## config.mk

```make
export PLATFORM = sky130hd
export DESIGN_NAME = chgsup_top
export DESIGN_NICKNAME = d
export VERILOG_FILES = /design/src/rtl/chgsup_pkg.sv /design/src/rtl/chgsup_satcnt.sv /design/src/rtl/chgsup_pulse.sv /design/src/rtl/chgsup_top.sv
export SDC_FILE = /design/constraint.sdc
export NUM_CORES = 1
export LEC_CHECK = 0
export BUFFER_PORTS_ARGS = -buffer_cell sky130_fd_sc_hd__buf_2
export CAP_MARGIN = 20
export CORE_MARGIN = 2
export CORE_UTILIZATION = 55
export CTS_BUF_LIST = sky130_fd_sc_hd__clkbuf_8 sky130_fd_sc_hd__clkbuf_16
export CTS_CLUSTER_DIAMETER = 80
export DETAILED_ROUTE_END_ITERATION = 12
export PLACE_DENSITY = 0.83
export SYNTH_ARGS = -nofsm -noshare
export SYNTH_HDL_FRONTEND = slang
export SYNTH_SLANG_ARGS = --single-unit
export TNS_END_PERCENT = 50
```

## constraint.sdc

```tcl
create_clock -name clk -period 2.2 [get_ports clk]
set_input_delay 0.11 -clock clk [delete_from_list [all_inputs] [get_ports clk]]
set_output_delay 0.11 -clock clk [all_outputs]
set_load 0.05 [all_outputs]
```

## src/rtl/chgsup_pkg.sv

```systemverilog
package chgsup_pkg;

   typedef enum logic [1:0] {
      ST_RUN = 2'd0,
      ST_UVW = 2'd1,
      ST_OVH = 2'd2
   } sup_state_e;

   localparam logic [2:0] FLT_NONE   = 3'b000;
   localparam logic [2:0] FLT_IN_OV  = 3'b001;
   localparam logic [2:0] FLT_IN_LOW = 3'b011;
   localparam logic [2:0] FLT_BAT_OV = 3'b100;

   localparam logic [1:0] STS_IDLE  = 2'b00;
   localparam logic [1:0] STS_CHG   = 2'b01;
   localparam logic [1:0] STS_FAULT = 2'b11;

endpackage

```

## src/rtl/chgsup_satcnt.sv

```systemverilog
module chgsup_satcnt #(
   parameter int LIMIT = 8
) (
   input  logic clk,
   input  logic rst_n,
   input  logic clr_i,
   input  logic inc_i,
   output logic full_o,
   output logic step_o
);
   localparam int W = (LIMIT < 2) ? 1 : $clog2(LIMIT + 1);
   localparam logic [W-1:0] TOP  = W'(LIMIT);
   localparam logic [W-1:0] PREV = W'(LIMIT - 1);

   generate
      if (LIMIT < 1) begin : g_bad_limit
         $error("chgsup_satcnt: LIMIT must be at least 1");
      end
   endgenerate

   logic [W-1:0] cnt_q;

   always_ff @(posedge clk or negedge rst_n) begin
      if (!rst_n) begin
         cnt_q <= '0;
      end else if (clr_i) begin
         cnt_q <= '0;
      end else if (inc_i && (cnt_q != TOP)) begin
         cnt_q <= cnt_q + 1'b1;
      end
   end

   assign full_o = (cnt_q == TOP);
   assign step_o = inc_i && !clr_i && (cnt_q == PREV);
endmodule

```

## src/rtl/chgsup_pulse.sv

```systemverilog
module chgsup_pulse #(
   parameter int WIDTH_CYC = 4
) (
   input  logic clk,
   input  logic rst_n,
   input  logic load_i,
   output logic act_o
);
   localparam int W = (WIDTH_CYC < 2) ? 1 : $clog2(WIDTH_CYC + 1);
   localparam logic [W-1:0] LOADV = W'(WIDTH_CYC);

   generate
      if (WIDTH_CYC < 1) begin : g_bad_width
         $error("chgsup_pulse: WIDTH_CYC must be at least 1");
      end
   endgenerate

   logic [W-1:0] rem_q;

   always_ff @(posedge clk or negedge rst_n) begin
      if (!rst_n) begin
         rem_q <= '0;
      end else if (load_i) begin
         rem_q <= LOADV;
      end else if (rem_q != '0) begin
         rem_q <= rem_q - 1'b1;
      end
   end

   assign act_o = (rem_q != '0);
endmodule

```

## src/rtl/chgsup_top.sv

```systemverilog
module chgsup_top
   import chgsup_pkg::*;
#(
   parameter int RESTART_CYC = 2_000_000,
   parameter int BAT_TMO     = 30_000,
   parameter int PULSE_CYC   = 128_000
) (
   input  logic       clk,
   input  logic       rst_n,
   input  logic       stat_en_i,
   input  logic       chg_active_i,
   input  logic       vin_low_i,
   input  logic       vin_ok_i,
   input  logic       vin_ovp_i,
   input  logic       bat_ovp_i,
   input  logic       pwm_pulse_i,
   output logic [1:0] stat_o,
   output logic [2:0] fault_o,
   output logic       stat_pull_o,
   output logic       chg_en_o,
   output logic       in_sw_en_o
);

   sup_state_e state_q, state_d;
   logic [2:0] fault_q, fault_d;
   logic       ov_ev, uv_ev, bat_ev, any_ev;
   logic       rst_full, unused_rst_step;
   logic       bat_held, pulse_act;

   // restart interval after an input-low fault
   chgsup_satcnt #(.LIMIT(RESTART_CYC)) u_restart (
      .clk    (clk),
      .rst_n  (rst_n),
      .clr_i  (state_q != ST_UVW),
      .inc_i  (state_q == ST_UVW),
      .full_o (rst_full),
      .step_o (unused_rst_step)
   );

   // battery-overvoltage quiet-PWM timeout; saturated count = fault held
   chgsup_satcnt #(.LIMIT(BAT_TMO)) u_quiet (
      .clk    (clk),
      .rst_n  (rst_n),
      .clr_i  (!bat_ovp_i || pwm_pulse_i),
      .inc_i  (1'b1),
      .full_o (bat_held),
      .step_o (bat_ev)
   );

   chgsup_pulse #(.WIDTH_CYC(PULSE_CYC)) u_pulse (
      .clk    (clk),
      .rst_n  (rst_n),
      .load_i (any_ev),
      .act_o  (pulse_act)
   );

   always_comb begin
      ov_ev  = vin_ovp_i && (state_q != ST_OVH);
      uv_ev  = !vin_ovp_i && (state_q == ST_RUN) && chg_active_i && vin_low_i;
      any_ev = ov_ev || uv_ev || bat_ev;

      state_d = state_q;
      unique case (state_q)
         ST_RUN: begin
            if (vin_ovp_i)  state_d = ST_OVH;
            else if (uv_ev) state_d = ST_UVW;
         end
         ST_UVW: begin
            if (vin_ovp_i)                 state_d = ST_OVH;
            else if (rst_full && vin_ok_i) state_d = ST_RUN;
         end
         ST_OVH: begin
            if (!vin_ovp_i && vin_ok_i) state_d = ST_RUN;
         end
         default: state_d = ST_RUN;
      endcase

      if (ov_ev)       fault_d = FLT_IN_OV;
      else if (uv_ev)  fault_d = FLT_IN_LOW;
      else if (bat_ev) fault_d = FLT_BAT_OV;
      else             fault_d = fault_q;
   end

   always_ff @(posedge clk or negedge rst_n) begin
      if (!rst_n) begin
         state_q <= ST_RUN;
         fault_q <= FLT_NONE;
      end else begin
         state_q <= state_d;
         fault_q <= fault_d;
      end
   end

   always_comb begin
      if ((state_q != ST_RUN) || bat_held) stat_o = STS_FAULT;
      else if (chg_active_i)               stat_o = STS_CHG;
      else                                 stat_o = STS_IDLE;
   end

   assign fault_o     = fault_q;
   assign chg_en_o    = (state_q == ST_RUN);
   assign in_sw_en_o  = (state_q != ST_OVH);
   assign stat_pull_o = stat_en_i && (pulse_act || (stat_o == STS_CHG));

endmodule

```

# Word level (Yosys, flattened, before mapping)
# Cells that the tools add are included.
# Widths: inputs -> output; s select.
[word_totals] word_cells=63 in_bits=9 register_bits=58 out_inout_bits=8
[classes] add_sub_neg=3 n_mux=17 n_reduce_logical=25 n_eq_ne=13
[ops] operator="$mux 21" n=2
[ops] operator="$mux 17" n=2
[ops] operator="$eq 15x15->1 const B" n=2
[ops] operator="$mux 15" n=2
[ops] operator="$add 21x1->21 const B" n=1
[ops] operator="$eq 21x21->1 const B" n=1
[ops] operator="$ne 21x21->1 const B" n=1
[ops] operator="$reduce_bool 17->1" n=1
[ops] operator="$sub 17x1->17 const B" n=1
[ops] operator="$add 15x1->15 const B" n=1
[ops] operator="$ne 15x15->1 const B" n=1
[ops] operator="$mux 2" n=6
[ops] operator="$logic_and 1x1->1" n=9
[ops] operator="$mux 3" n=3
[ops] operator="$reduce_bool 2->1" n=4
[ops] operator="$pmux 2 s3" n=1
[ops] operator="$logic_or 1x1->1" n=5
[ops] operator="$eq 2x1->1 const B" n=2
[ops] operator="$ne 2x2->1 const B" n=2
[ops] operator="$logic_not 1->1" n=3
[ops] operator="$ne 3x2->1 const B" n=1
[ops] operator="$ne 3x3->1 const B" n=1
[ops] operator="$reduce_and 3->1" n=1
[ops] operator="$reduce_bool 3->1" n=1
[ops] operator="4 further kinds" n=4

# Depth between registers and ports, before layout
# Gate-level depths: netlist (run 1).
[depth] ltp_word=7 ltp_mapped=7 depth_no_buf=6

# Cells and area by module
# A second synthesis (run 1) with hierarchy kept.
[unflattened] cells_unflattened=364 area_unflattened_um2=3390.8
[modules_own_cells] module="chgsup_satcnt (u_restart)" area_each_um2=1262.5 instances=1 cells_per_inst=137 seq_area_each_um2=525.5
[modules_own_cells] module="chgsup_pulse" area_each_um2=935.9 instances=1 cells_per_inst=100 seq_area_each_um2=425.4
[modules_own_cells] module="chgsup_satcnt (u_quiet)" area_each_um2=870.8 instances=1 cells_per_inst=93 seq_area_each_um2=375.4
[modules_own_cells] module="chgsup_top" area_each_um2=321.6 instances=1 cells_per_inst=34 seq_area_each_um2=125.1

# Worst setup path after synthesis (run 1)
# Ideal clock, no wire load.
[synth_timing] path_kind="reg-to-output" start="reg state_q[1]" end="out stat_o[0]" stages_incl_launch_ff=4 required_time_ps=2090 path_buffers=0 arrival_ps=2692 slack_ps=-602 cell_sequence="dfrtp_1 nor2_1 o21ai_0 or2_2"
[synth_between] elab_chain_len=3
[synth_rtl] item="start: declaration" line="chgsup_top.sv:24" rtl="sup_state_e state_q, state_d;"
[synth_rtl] item="start signal: assignment" line="chgsup_top.sv:89" rtl="state_q <= state_d;"
[synth_rtl] item="$reduce_bool 2->1" line="chgsup_top.sv:95" rtl="if ((state_q != ST_RUN) || bat_held) stat_o = STS_FAULT;"
[synth_rtl] item="$logic_or 1x1->1" line="chgsup_top.sv:95"
[synth_rtl] item="$mux 2" line="chgsup_top.sv:95"
[synth_rtl] item="end: declaration" line="chgsup_top.sv:17" rtl="output logic [1:0] stat_o,"
# No other way between the ends.

# Worst setup path after layout (run 1)
[layout_timing] start="reg u_quiet.cnt_q[9]" end="out stat_pull_o"
[layout_between] elab_chain_len=6
[layout_rtl] item="start: declaration" line="chgsup_satcnt.sv:21" rtl="logic [W-1:0] cnt_q;"
[layout_rtl] item="start signal: assignment" line="chgsup_satcnt.sv:29" rtl="cnt_q <= cnt_q + 1'b1;"
[layout_rtl] item="$eq 15x15->1" line="chgsup_satcnt.sv:33" rtl="assign full_o = (cnt_q == TOP);"
[layout_rtl] item="$logic_or 1x1->1" line="chgsup_top.sv:95"
[layout_rtl] item="$mux 2" line="chgsup_top.sv:95"
[layout_rtl] item="$eq 2x1->1" line="chgsup_top.sv:103" rtl="assign stat_pull_o = stat_en_i && (pulse_act || (stat_o == STS_CHG));"
[layout_rtl] item="$logic_or 1x1->1" line="chgsup_top.sv:103"
[layout_rtl] item="$logic_and 1x1->1" line="chgsup_top.sv:103"
[layout_rtl] item="end: declaration" line="chgsup_top.sv:19" rtl="output logic stat_pull_o,"
# No other way between the ends.

==> results.py, run 1 <==
metrics = {
    "sta": {
        "setup_tns_ns": 0,
        "finalSetupViolations": 0,
        "fin_crit_ns": 2.07,
        "slew_violations": 0,
        "maxSlewHeadroom": 0.555,
        "tightestPinTransition_ns": 0.668,
        "timing.fmax_mhz": 482,
        "fin_skew_ns": 0.00739,
        "rsz0062_at_grt": "false",
        "hold_violations": 0,
        "fin_crit_sh": 0.943,
    },
    "detailed_routing": {
        "firstDrtPassIters": 5,
        "met1_length_um": 3130,
        "drc": 0,
        "num_vias": 2750,
        "wl_met3_um": 233,
        "drt_iter0_drc": 126,
        "wl_met2_um": 3270,
        "antenna_left": 0,
        "wire_per_inst_um": 14.9,
        "routed_via_density": 6.12,
        "top_layer": "met4",
        "finalWirelength_um": 6700,
    },
    "outcome": {
        "status": "completed",
    },
    "die": {
        "core_area_sq_um": 5570,
        "die_h_um": 80.6,
        "die_w_um": 80.6,
        "initial_core_util": 0.579,
        "ios": 17,
        "num_rows": 27,
        "dieArea_sq_um": 6490,
    },
    "placed_design": {
        "dp_hpwl_um": 4700,
        "place_congestion": 0.861,
        "port_buffers": 16,
    },
    "clock_network": {
        "numCtsBuffers": 9,
        "h-tree-depth": 3,
        "tritoncts": "built",
        "insertion_delay_ns": 0.32,
        "cts_root_buf": "clkbuf_8",
        "cts.path.max_buffers": 2,
        "post_cts.repair.setup_buffers": 0,
        "numClockSinks": 58,
        "path_clk_slew_ns": 0.06,
    },
    "yosys": {
        "synth-compound-area-share": 0.141,
        "synth_edf_count": 0,
        "synth_xor_area_frac": 0.0516,
        "syn_area_sq_um": 3230,
        "synthAdderAreaFrac": 0.0233,
        "yosysWarnings": 0,
        "yosysSeqAreaShare": 0.450,
        "syn_nets": 363,
        "synth_cell_type_count": 46,
        "synthSimpleGateAreaFrac": 0.291,
        "syn_avg_cell_area_sq_um": 9.27,
        "synth_top_family_by_area": "simple AND/OR/NAND/NOR gates",
        "synthArstFlopShare": 1.00,
        "synthMuxAreaShare": 0.00931,
        "synthFlopType": "dfrtp_1",
        "syn_inst": 348,
        "yosys_register_bits": 58,
    },
    "final_layout": {
        "drive_gt1_frac": 0.151,
        "diodes": 0,
        "area.growth.synth_to_final_pct": 12.9,
        "fillCellCount": 456,
        "final_nets": 387,
    },
    "pwr": {
        "irDropWorstVdd_uv": 440,
        "power_mw": 2.69,
        "p_leak_nw": 1.48,
        "power_density_nw_per_um2": 739,
    },
    "worst_setup_path": {
        "critPathKind": "reg2out",
        "startpoint_type": "register",
        "worstPathArrival_ns": 1.96,
        "end_kind": "output pin",
        "path_max_fanout": 4,
        "required_ns": 2.09,
    },
    "global_route": {
        "grt_pass1_wl_um": 12000,
        "grt_max_degree": 32,
        "grt_pass1_vias": 2695,
        "grt-ovfl-total": 0,
        "track_usage": 0.237,
        "antenna_found_initial": 0,
    },
    "run": {
        "maxCapViolations": 0,
    },
    "hold_path": {
        "min_path_type": "in2reg",
    },
}
## cell families after synthesis
kind of cell / count (synthesis)
multiplexers: 3
buffers and inverters: 29
flip-flops: 58
AO/OA/AOI/OAI: 74
AND/OR/NAND/NOR: 159
XOR/XNOR: 19
adder cells (fa/ha/maj): 6
## flip-flops by register name (all words and copies together) (netlist names)
signal           flops
fault_o              3
u_restart.cnt_q     21
u_pulse.rem_q       17
u_quiet.cnt_q       15
state_q              2
## through the flow
step	instances	setup slack [ns]	utilization	instance area, sq um	hold slack, ns
3_5_place_dp	432	0.186	0.614	3420	0.176
2_1_floorplan	348	0.156	-	3230	-0.186
6_report	449	0.125	0.653	3640	0.0326
3_3_place_gp	432	0.255	0.614	3420	0.169
4_1_cts	449	0.0265	0.650	3620	0.0282
5_1_grt	449	0.0129	0.653	3640	0.0288
## cell type report
cell class                      instances  area, sq um  area share
Clock inverter                          4         17.5     0.00481
Tap cell                               72         90.1      0.0247
Clock buffer                           12          165      0.0453
Sequential cell                        58         1450       0.398
Multi-Input combinational cell        261         1700       0.465
Inverter                               18         67.6      0.0186
Timing Repair Buffer                   24          155      0.0426
## where the power goes
group / internal, mW / switching [mW]
logic: 0.225 / 0.324
registers: 1.16 / 0.113
clock network: 0.489 / 0.385
total: 1.87 / 0.822
## path summary, 6_finish.rpt
kind / startpoint / end / slack, ns / depth (start not counted)
max: u_quiet.cnt_q[9]$_DFFE_PN0P_ / stat_pull_o / 0.13 / 5
min: vin_ovp_i / state_q[0]$_DFFE_PN0P_ / 0.03 / 2
max reg2reg: u_quiet.cnt_q[0]$_DFFE_PN0P_ / u_pulse.rem_q[0]$_DFFE_PN0P_ / 0.16 / 5
min reg2reg: fault_o[2]$_DFFE_PN0N_ / fault_o[2]$_DFFE_PN0N_ / 0.52 / 1
max in group asynchronous: rst_n / u_restart.cnt_q[0]$_DFFE_PN0P_ / 1.26 / 3
min in group asynchronous: rst_n / u_pulse.rem_q[9]$_DFFE_PN0P_ / 0.35 / 2
## cell usage after synthesis (all sizes together) (6+ instances only)
cell,number,area share
or4,8,0.021
xor2,7,0.019
a21oi,23,0.036
clkbuf,9,0.010
inv,18,0.021
nand2,15,0.017
dfrtp,58,0.45
nand3,27,0.043
or3,11,0.021
nor4,6,0.021
nand4,12,0.027
ha,6,0.023
and3,7,0.014
xnor2,12,0.033
o21ai,25,0.040
nor3,12,0.019
nor2,31,0.036
## critical path, cell delays in order, from the launching register on
cell and delay, ns:
dfrtp_1 0.44, nor4b_2 0.33, nand4_1 0.22, o211ai_1 0.31, a31oi_1 0.11, buf_2 0.22
## timing repair
action | 4_1_cts | 5_1_grt
endpoints found under the setup margin | 1 | 3
endpoints found under the hold margin | 27 | 0
hold buffers | 1 | 0
resized for setup | 1 | 4
pin swaps | 0 | 0
gates cloned | 0 | 0
## metal layers
metal | up-vias | global-route usage
li1 | 1330 | -
met1 | 1351 | 0.314
met2 | 62 | 0.382
met3 | 7 | 0.0584
met4 | 0 | 0.0763
met5 | - | 0
## cells in the final DEF (no fill, tap or decap), types with 11 or more instances in the layout
cell | synthesis | layout
inv_1 | 18 | 20
o21ai_0 | 23 | 22
clkbuf_8 | 0 | 12
nand3_1 | 26 | 26
xnor2_1 | 12 | 12
dfrtp_1 | 58 | 58
or3_1 | 11 | 11
nor3_1 | 12 | 12
a21oi_1 | 23 | 23
nand2_1 | 15 | 15
buf_2 | 2 | 16
nor2_1 | 31 | 30
Note: power is estimated with default switching activity, not from simulation.
==> run 2: changes to the inputs <==
--- a/config.mk
+++ b/config.mk
@@ -12,8 +12,9 @@
 export CTS_BUF_LIST = sky130_fd_sc_hd__clkbuf_8 sky130_fd_sc_hd__clkbuf_16
 export CTS_CLUSTER_DIAMETER = 80
 export DETAILED_ROUTE_END_ITERATION = 12
-export PLACE_DENSITY = 0.83
+export PLACE_DENSITY = 0.86
 export SYNTH_ARGS = -nofsm -noshare
 export SYNTH_HDL_FRONTEND = slang
+export SYNTH_HIERARCHICAL = 1
 export SYNTH_SLANG_ARGS = --single-unit
 export TNS_END_PERCENT = 50
==> constraint.sdc (replaced) <==
create_clock -name clk -period 1.9 [get_ports clk]
set_input_delay 0.095 -clock clk [delete_from_list [all_inputs] [get_ports clk]]
set_output_delay 0.095 -clock clk [all_outputs]
set_load 0.05 [all_outputs]
==> results.py, run 2 <==
metrics = {
    "detailed_routing": {
        "drt_iter0_drc": 191,
        "antenna_left": 0,
        "finalWirelength_um": 8930,
        "routed_via_density": 5.91,
        "wire_per_inst_um": 16.9,
        "num_vias": 3132,
        "drc": 0,
        "firstDrtPassIters": 6,
    },
    "final_layout": {
        "largest-register": "u_restart/cnt_q",
        "area.growth.synth_to_final_pct": 35.7,
        "register_area_sq_um": 1460,
        "multi_input_area_sq_um": 2100,
        "final_cell_mix": "buf_4 (63), dfrtp_1 (55), nor2_1 (43), nand2_1 (22), buf_2 (14)",
        "final_nets": 465,
        "final_util": 0.774,
        "largest_register_ffs": 21,
        "diodes": 0,
        "drive_gt1_frac": 0.369,
        "top_regs": "u_restart/cnt_q x21, u_pulse/rem_q x17, u_quiet/cnt_q x15",
        "fillCellCount": 353,
        "design_area_sq_um": 4580,
        "final_common_cell": "buf_4",
        "final_cells": 530,
    },
    "clock_network": {
        "tritoncts": "built",
        "numClockSinks": 58,
        "path_clk_slew_ns": 0.07,
        "numCtsBuffers": 9,
        "insertion_delay_ns": 0.34,
        "cts_root_buf": "clkbuf_8",
        "cts.path.max_buffers": 2,
        "h-tree-depth": 3,
    },
    "global_route": {
        "grt_pass1_wl_um": 14000,
        "grt_max_degree": 25,
        "track_usage": 0.276,
        "grt-ovfl-total": 0,
        "antenna_found_initial": 0,
        "grt_pass1_vias": 3066,
    },
    "sta": {
        "rsz0062_at_grt": "true",
        "hold_violations": 0,
        "tightestPinTransition_ns": 0.598,
        "finalSetupViolations": 11,
        "timing.fmax_mhz": 468,
        "fin_crit_ns": 2.13,
        "fin_skew_ns": 0.00799,
        "setup_tns_ns": -0.958,
        "fin_crit_sh": 1.12,
        "maxSlewHeadroom": 0.601,
        "worst_slack_ns": -0.235,
        "slew_violations": 0,
    },
    "die": {
        "ios": 17,
        "die_w_um": 82.4,
        "die_h_um": 82.4,
        "core_area_sq_um": 5920,
        "dieArea_sq_um": 6790,
        "initial_core_util": 0.571,
        "num_rows": 28,
    },
    "worst_setup_path": {
        "reg2reg_slack_ns": -0.23,
        "rr_startpoint": "u_pulse/rem_q[1]$_DFFE_PN0P_",
        "worstPathArrival_ns": 2.41,
        "path_max_fanout": 3,
        "endpoint": "u_pulse/rem_q[8]$_DFFE_PN0P_",
        "critPathKind": "reg2reg",
        "startpoint_type": "register",
        "timing.reg2reg.worst_path_depth": 7,
        "end_kind": "register",
        "required_ns": 2.18,
        "crit_path_start": "u_pulse/rem_q[1]$_DFFE_PN0P_",
        "r2r_end": "u_pulse/rem_q[8]$_DFFE_PN0P_",
    },
    "placed_design": {
        "port_buffers": 16,
        "place_congestion": 0.909,
        "place_area_sq_um": 3940,
        "pre_cts_ws_ns": -0.0886,
        "dp.cells": 491,
        "dp_hpwl_um": 5650,
    },
    "pwr": {
        "irDropWorstVdd_uv": 677,
        "p_leak_nw": 1.96,
        "power_density_nw_per_um2": 776,
    },
    "outcome": {
        "status": "finished with violations",
        "violations": "negative setup slack",
    },
    "yosys": {
        "syn_inst": 362,
        "syn_area_sq_um": 3380,
        "yosysWarnings": 6,
        "syn_avg_cell_area_sq_um": 9.34,
    },
    "hold_path": {
        "min_path_type": "in2reg",
    },
    "run": {
        "maxCapViolations": 0,
    },
}
-- run 2: through the flow --
stage	total power [mW]	hold WS, ns
after floorplan	1.94	-0.201
after global placement	2.20	0.120
after detailed placement	2.25	0.129
after CTS	3.47	0.0614
after global routing	3.69	0.0809
final	3.56	0.0786
-- run 2: worst max-delay path: stages, from the launching register on --
cell,delay (ns)
dfrtp_1,0.40
inv_2,0.08
ha_4,0.14
buf_4,0.10
or4b_4,0.45
or4_4,0.44
or3_4,0.34
a21oi_2,0.12
-- run 2: final cells by class --
cell class / instances / area share
flip-flops and latches: 58 / 0.317
clock buffers: 11 / 0.0330
clock inverters: 4 / 0.00409
well taps: 75 / 0.0205
inverters: 18 / 0.0153
multi-input cells: 275 / 0.459
repair buffers: 89 / 0.151
-- run 2: worst min-delay path by stage --
stage          cells after the start  slack (ns)                         endpoint      from
2_1_floorplan                      0       -0.20           fault_o[0]$_DFFE_PN0P_     rst_n
3_3_place_gp                       1        0.12  u_restart/cnt_q[12]$_DFFE_PN0P_     rst_n
3_5_place_dp                       1        0.13     u_pulse/rem_q[5]$_DFFE_PN0P_     rst_n
4_1_cts                            3        0.06           state_q[1]$_DFFE_PN0P_  vin_ok_i
5_1_grt                            3        0.08           state_q[1]$_DFFE_PN0P_  vin_ok_i
6_report                           3        0.08           state_q[1]$_DFFE_PN0P_  vin_ok_i
-- run 2: where the power goes --
group | total, mW | switching (mW) | internal [mW]
sequential | 1.50 | 0.161 | 1.34
combinational | 1.04 | 0.506 | 0.530
clock | 1.02 | 0.492 | 0.525
-- run 2: layer usage --
metal	up-vias	GRT usage	routed length, um
li1	1477	-	-
met2	105	0.460	4500
met1	1521	0.330	3790
met5	-	0	0
met3	29	0.0543	349
met4	0	0.158	292
-- run 2: timing repair --
item                                    CTS  global route
resized for setup                        50            24
hold buffers                              2             0
hold endpoints to repair                 23             0
pin swaps                                17            11
endpoints found under the setup margin   18            27
gates cloned                              1             0
buffers inserted                         14             9
